## src/rtl/uctrl_pkg.sv

```systemverilog
package uctrl_pkg;
  localparam int NUM_STEPS = 6;
  localparam int STEP_W    = $clog2(NUM_STEPS);
  localparam int OP_W      = 3;
  localparam int CTRL_W    = 15;

  // control word bit positions
  localparam int B_A_LOAD    = 0;
  localparam int B_A_DRIVE   = 1;
  localparam int B_B_LOAD    = 2;
  localparam int B_B_DRIVE   = 3;
  localparam int B_PC_DRIVE  = 4;
  localparam int B_PC_INC    = 5;
  localparam int B_PC_JUMP   = 6;
  localparam int B_MAR_LOAD  = 7;
  localparam int B_RAM_WRITE = 8;
  localparam int B_RAM_DRIVE = 9;
  localparam int B_ALU_DRIVE = 10;
  localparam int B_ALU_SUB   = 11;
  localparam int B_IR_LOAD   = 12;
  localparam int B_IR_DRIVE  = 13;
  localparam int B_FLAG_LOAD = 14;

  localparam logic [CTRL_W-1:0] BUS_DRIVER_MASK =
    (CTRL_W'(1) << B_A_DRIVE)   | (CTRL_W'(1) << B_B_DRIVE)   |
    (CTRL_W'(1) << B_PC_DRIVE)  | (CTRL_W'(1) << B_RAM_DRIVE) |
    (CTRL_W'(1) << B_ALU_DRIVE) | (CTRL_W'(1) << B_IR_DRIVE);

  typedef enum logic [OP_W-1:0] {
    OP_LOAD  = 3'd0,
    OP_LOADI = 3'd1,
    OP_STORE = 3'd2,
    OP_SWAP  = 3'd3,
    OP_JUMP  = 3'd4,
    OP_JUMPZ = 3'd5,
    OP_ADD   = 3'd6,
    OP_SUB   = 3'd7
  } opcode_e;
endpackage

```

## src/rtl/uctrl_step_counter.sv

```systemverilog
module uctrl_step_counter #(
  parameter int NUM_STEPS = 6,
  localparam int STEP_W = $clog2(NUM_STEPS)
) (
  input  logic              clk,
  input  logic              rst,
  output logic [STEP_W-1:0] step
);
  localparam logic [STEP_W-1:0] LAST = STEP_W'(NUM_STEPS - 1);

  always_ff @(posedge clk) begin
    if (rst)               step <= '0;
    else if (step == LAST) step <= '0;
    else                   step <= step + 1'b1;
  end

  AST_STEP_IN_RANGE: assert property (@(posedge clk) disable iff (rst)
    step <= LAST);
endmodule

```

## src/rtl/uctrl_decoder.sv

```systemverilog
module uctrl_decoder
  import uctrl_pkg::*;
(
  input  logic [STEP_W-1:0] step,
  input  logic [OP_W-1:0]   opcode,
  input  logic              zero_flag,
  output logic [CTRL_W-1:0] word
);
  opcode_e op;
  assign op = opcode_e'(opcode);

  always_comb begin
    word = '0;
    unique case (step)
      3'd0: begin
        word[B_PC_DRIVE] = 1'b1;
        word[B_MAR_LOAD] = 1'b1;
      end
      3'd1: begin
        word[B_RAM_DRIVE] = 1'b1;
        word[B_IR_LOAD]   = 1'b1;
        word[B_PC_INC]    = 1'b1;
      end
      3'd2: begin
        unique case (op)
          OP_LOADI: begin
            word[B_IR_DRIVE] = 1'b1;
            word[B_A_LOAD]   = 1'b1;
          end
          OP_JUMP: begin
            word[B_IR_DRIVE] = 1'b1;
            word[B_PC_JUMP]  = 1'b1;
          end
          OP_JUMPZ: begin
            word[B_IR_DRIVE] = zero_flag;
            word[B_PC_JUMP]  = zero_flag;
          end
          default: begin
            word[B_IR_DRIVE] = 1'b1;
            word[B_MAR_LOAD] = 1'b1;
          end
        endcase
      end
      3'd3: begin
        unique case (op)
          OP_LOAD: begin
            word[B_RAM_DRIVE] = 1'b1;
            word[B_A_LOAD]    = 1'b1;
          end
          OP_STORE, OP_SWAP: begin
            word[B_A_DRIVE]   = 1'b1;
            word[B_RAM_WRITE] = 1'b1;
          end
          OP_ADD, OP_SUB: begin
            word[B_RAM_DRIVE] = 1'b1;
            word[B_B_LOAD]    = 1'b1;
          end
          default: ;
        endcase
      end
      3'd4: begin
        unique case (op)
          OP_SWAP: begin
            word[B_B_DRIVE] = 1'b1;
            word[B_A_LOAD]  = 1'b1;
          end
          OP_ADD, OP_SUB: begin
            word[B_ALU_DRIVE] = 1'b1;
            word[B_A_LOAD]    = 1'b1;
            word[B_FLAG_LOAD] = 1'b1;
            word[B_ALU_SUB]   = (op == OP_SUB);
          end
          default: ;
        endcase
      end
      3'd5: begin
        if (op == OP_SWAP) begin
          word[B_RAM_DRIVE] = 1'b1;
          word[B_B_LOAD]    = 1'b1;
        end
      end
      default: ;
    endcase
  end
endmodule

```

## src/rtl/uctrl_sequencer.sv

```systemverilog
module uctrl_sequencer
  import uctrl_pkg::*;
(
  input  logic                         clk,
  input  logic                         rst,
  input  logic [2:0]                   opcode_i,
  input  logic                         zero_flag_i,
  output logic [uctrl_pkg::CTRL_W-1:0] ctrl_o,
  output logic [uctrl_pkg::STEP_W-1:0] step_o
);
  logic [STEP_W-1:0] step_cur;
  logic [CTRL_W-1:0] word_next;

  uctrl_step_counter #(.NUM_STEPS(NUM_STEPS)) u_steps (
    .clk  (clk),
    .rst  (rst),
    .step (step_cur)
  );

  uctrl_decoder u_dec (
    .step      (step_cur),
    .opcode    (opcode_i),
    .zero_flag (zero_flag_i),
    .word      (word_next)
  );

  always_ff @(posedge clk) begin
    if (rst) begin
      ctrl_o <= '0;
      step_o <= '0;
    end else begin
      ctrl_o <= word_next;
      step_o <= step_cur;
    end
  end

  localparam logic [CTRL_W-1:0] FETCH0 =
    (CTRL_W'(1) << B_PC_DRIVE) | (CTRL_W'(1) << B_MAR_LOAD);

  AST_RESET_CLEARS: assert property (@(posedge clk)
    $past(rst) |-> (ctrl_o == '0 && step_o == '0));
  AST_STEP_WRAP: assert property (@(posedge clk) disable iff (rst)
    (!$past(rst) && step_o == STEP_W'(NUM_STEPS - 1)) |=> step_o == '0);
  AST_STEP_ADVANCE: assert property (@(posedge clk) disable iff (rst)
    (!$past(rst) && step_o != STEP_W'(NUM_STEPS - 1)) |=> step_o == $past(step_o) + 1'b1);
  AST_FETCH_WORD: assert property (@(posedge clk) disable iff (rst)
    (!$past(rst) && step_o == '0) |-> ctrl_o == FETCH0);
  AST_JUMP_GATED: assert property (@(posedge clk) disable iff (rst)
    ctrl_o[B_PC_JUMP] |-> ($past(opcode_i) == OP_JUMP ||
                           ($past(opcode_i) == OP_JUMPZ && $past(zero_flag_i))));
  AST_ONE_BUS_DRIVER: assert property (@(posedge clk) disable iff (rst)
    $countones(ctrl_o & BUS_DRIVER_MASK) <= 1);
endmodule

```

## config.mk

```make
export PLATFORM = sky130hd
export DESIGN_NAME = uctrl_sequencer
export DESIGN_NICKNAME = d
export VERILOG_FILES = /design/src/rtl/uctrl_pkg.sv /design/src/rtl/uctrl_step_counter.sv /design/src/rtl/uctrl_decoder.sv /design/src/rtl/uctrl_sequencer.sv
export SDC_FILE = /design/constraint.sdc
export NUM_CORES = 1
export LEC_CHECK = 0
export ABC_CLOCK_PERIOD_IN_PS = 3000
export BUFFER_PORTS_ARGS = -buffer_cell sky130_fd_sc_hd__buf_2
export CORE_MARGIN = 1.5
export CORE_UTILIZATION = 30
export DETAILED_ROUTE_END_ITERATION = 10
export HOLD_SLACK_MARGIN = 0.15
export MAX_ROUTING_LAYER = met4
export PLACE_DENSITY = 0.58
export RECOVER_POWER = 100
export SLEW_MARGIN = 10
export SYNTH_ARGS = -nofsm -noshare
export SYNTH_HDL_FRONTEND = slang
export SYNTH_SLANG_ARGS = --single-unit
```

## constraint.sdc

```tcl
create_clock -name clk -period 3 [get_ports clk]
set_input_delay 0.3 -clock clk [delete_from_list [all_inputs] [get_ports clk]]
set_output_delay 0.3 -clock clk [all_outputs]
set_load 0.05 [all_outputs]
```

==> run summary <==
period utilization -> 51.2%
Arrival @ worst endpoint -> 1.73 ns
core area -> 2430 µm²
Fmax -> 651 MHz
first-pass GRT wire length -> 2.03 mm
crit path time final -> 1.54 ns
DRT Wirelength -> 1.29 mm
crit start category -> flop
crit-path leading delay family -> compound AO/OA/AOI/OAI gates
initial antenna violation count -> 0
synthesized cell area -> 763 µm²
Synth Area in Adders -> 8.20%
critical path peak fanout -> 11
Slew Limit Headroom -> 60.2%
Pre-antenna DRT Iters -> 4
Avg WL per Cell -> 10.3 µm
hold_buf cts -> 0
Syn. warnings -> 0
layout cells sized above 1 -> 10.5%
RSZ-0062 raised after global routing -> no
count of pins over their slew limit -> 0
FILL cells -> 276
worst vdd ir -> 0.275 mV
skew final -> 0.0104 ns
synth unique cells -> 29
cell count after synthesis -> 76
Vias/cell -> 4.44
CP bufs+invs -> 1
Multi-input gate area -> 302 µm²
kind of critical path -> flop to flop
Clock transition at path regs -> 0.10 ns
Synth Net Count -> 87
Storage cell area -> 360 µm²
Slew @ Worst Pin -> 0.599 ns
Synth Area in XOR/XNOR -> 0%
Final Hold Viols -> 0
Compound-Gate Fraction of Synth Area -> 11.3%
register area share after synthesis -> 47.2%
DIE WIDTH -> 53.4 µm
Final WS setup -> 1.46 ns
CTS tree -> done
Pwr per Cell Area -> 554 nW/µm²
pre-CTS WS -> 1.52 ns
post-detail-place hpwl -> 1.00 mm
vias in the first global route -> 483
setup violators final -> 0
FP Rows -> 18
Congestion Overflow GR -> 0
drt drc -> 0
FF+latch count, synth -> 18
area delta synth->final -> 9.67%
final cell count without fillers -> 125
number of buffers created by CTS -> 3
ANT nets after route -> 0
gpl congestion -> 0.783
Buffers on Ports -> 23
outcome -> completed
root buf cell -> clkbuf_4
Synth Area in Simple Gates -> 20.8%
most frequent cells in the layout -> dfxtp_1 (18), clkbuf_1 (18), nor2_1 (9)
clk buf depth -> 2
Post-CTS Setup Bufs -> 0
Setup Total Neg Slack -> 0 ns
die area -> 2860 µm²
clk_lat worst skew -> 0.29 ns
DP Cell Count -> 122
crit-path max cell delay -> 0.42 ns
Syn Area/Cell -> 10.0 µm²
PostCTS Resize Cnt -> 0
DRT iter0 DRCs -> 8
vias after detailed routing -> 555
CTS Sinks -> 18
number of I/O pins -> 24
Final nets -> 108
hold crit path type -> input pin to flop
antenna cell count -> 0
die height -> 53.4 µm
slowest CP cell -> dfxtp_1
CP Capture Type -> flop
worst path cell trace -> inv_1 > ha_1 > nand2b_4 > a211o_1 > a221oi_1
Overall Power -> 0.464 mW
initial core utilization -> 31.4%
H-Tree Depth -> 1
largest family of logic cells by synthesized area -> simple AND/OR/NAND/NOR gates
Leak -> 0.335 nW
multiplexer share of the synthesized area -> 0%
overall global routing resource usage -> 10.2%
CP Data Required Time -> 3.20 ns
Max Cap Viol -> 0
largest net degree at the start of global routing -> 13
==> routing by layer <==
layer | up-vias | track usage (%) | part of all wire, %
met3 | 2 | 5.08 | 7.7
met2 | 15 | 18.5 | 49
met5 | - | - | 0
met4 | 0 | 2.56 | 0.85
met1 | 248 | 9.34 | 43
li1 | 290 | - | -
==> where the power goes <==
group          total, mW  internal (mW)  switching, mW
Clock              0.113         0.0466         0.0659
Combinational     0.0921         0.0235         0.0686
Sequential         0.259          0.252        0.00751
==> sequential cells by signal, indices dropped and copies added, names as in the netlist <==
| name | count |
|---|---|
| u_steps.step | 3 |
| ctrl_o | 12 |
| step_o | 3 |
==> final cells by class <==
class,count,share of cell area (%)
inverter,6,2.69
sequential,18,43.0
multi-input combinational,45,36.0
timing repair buffer,23,11.1
tap,30,4.48
clock buffer,3,2.69
==> worst paths after layout <==
path | from | to | slack [ns] | depth (start not counted)
worst max-delay path | u_steps.step[2] | ctrl_o[0] | 1.46 | 5
worst min-delay path | zero_flag_i | ctrl_o[6] | 0.29 | 3
worst max register to register | u_steps.step[2] | ctrl_o[0] | 1.46 | 5
worst min register to register | u_steps.step[0] | u_steps.step[0] | 0.49 | 1
==> cells in the mapped netlist <==
cell type | count | area share, %
a21o_1 | 1 | 0.98
inv_2 | 1 | 0.49
buf_6 | 2 | 3.0
o2111ai_1 | 1 | 1.1
nor2b_1 | 1 | 0.82
nor3_1 | 2 | 1.3
a21oi_1 | 3 | 2.0
nand2b_1 | 1 | 0.82
inv_1 | 5 | 2.5
and2_1 | 2 | 1.6
o21ai_0 | 3 | 2.0
and3_1 | 1 | 0.82
o21bai_1 | 1 | 0.98
nor3b_1 | 3 | 3.0
nor2_1 | 9 | 4.4
nand2b_4 | 1 | 1.8
a2111oi_0 | 1 | 1.1
a211o_1 | 1 | 1.1
nand4_1 | 1 | 0.82
a221oi_2 | 1 | 2.0
nand3b_1 | 1 | 0.98
and3b_2 | 1 | 1.3
nand3_1 | 2 | 1.3
nor4_1 | 1 | 0.82
ha_1 | 5 | 8.2
nand2_1 | 2 | 0.98
dfxtp_1 | 18 | 47
clkbuf_8 | 2 | 3.6
buf_4 | 3 | 3.0
==> through the flow <==
step / hold slack [ns] / util [%] / cell area, µm²
final: 0.291 / 34.4 / 837
after global routing: 0.286 / 34.4 / 837
after CTS: 0.279 / 35.6 / 866
after detailed placement: 0.468 / 34.7 / 843
after global placement: 0.462 / 34.7 / 843
after floorplan: 0.390 / - / 763
==> cells by family (layout without fill, tap and decap cells) <==
family / after synthesis / after routing
buffers and inverters: 13 / 32
and+or+nand+nor: 28 / 28
adders and majority gates: 5 / 5
AOI/OAI and AO/OA: 12 / 12
DFF: 18 / 18
==> worst min-delay path, stage by stage <==
cell and delay [ns]:
buf_2 0.11, inv_1 0.04, a2111oi_0 0.08
Note: power is estimated with default switching activity, not from simulation.
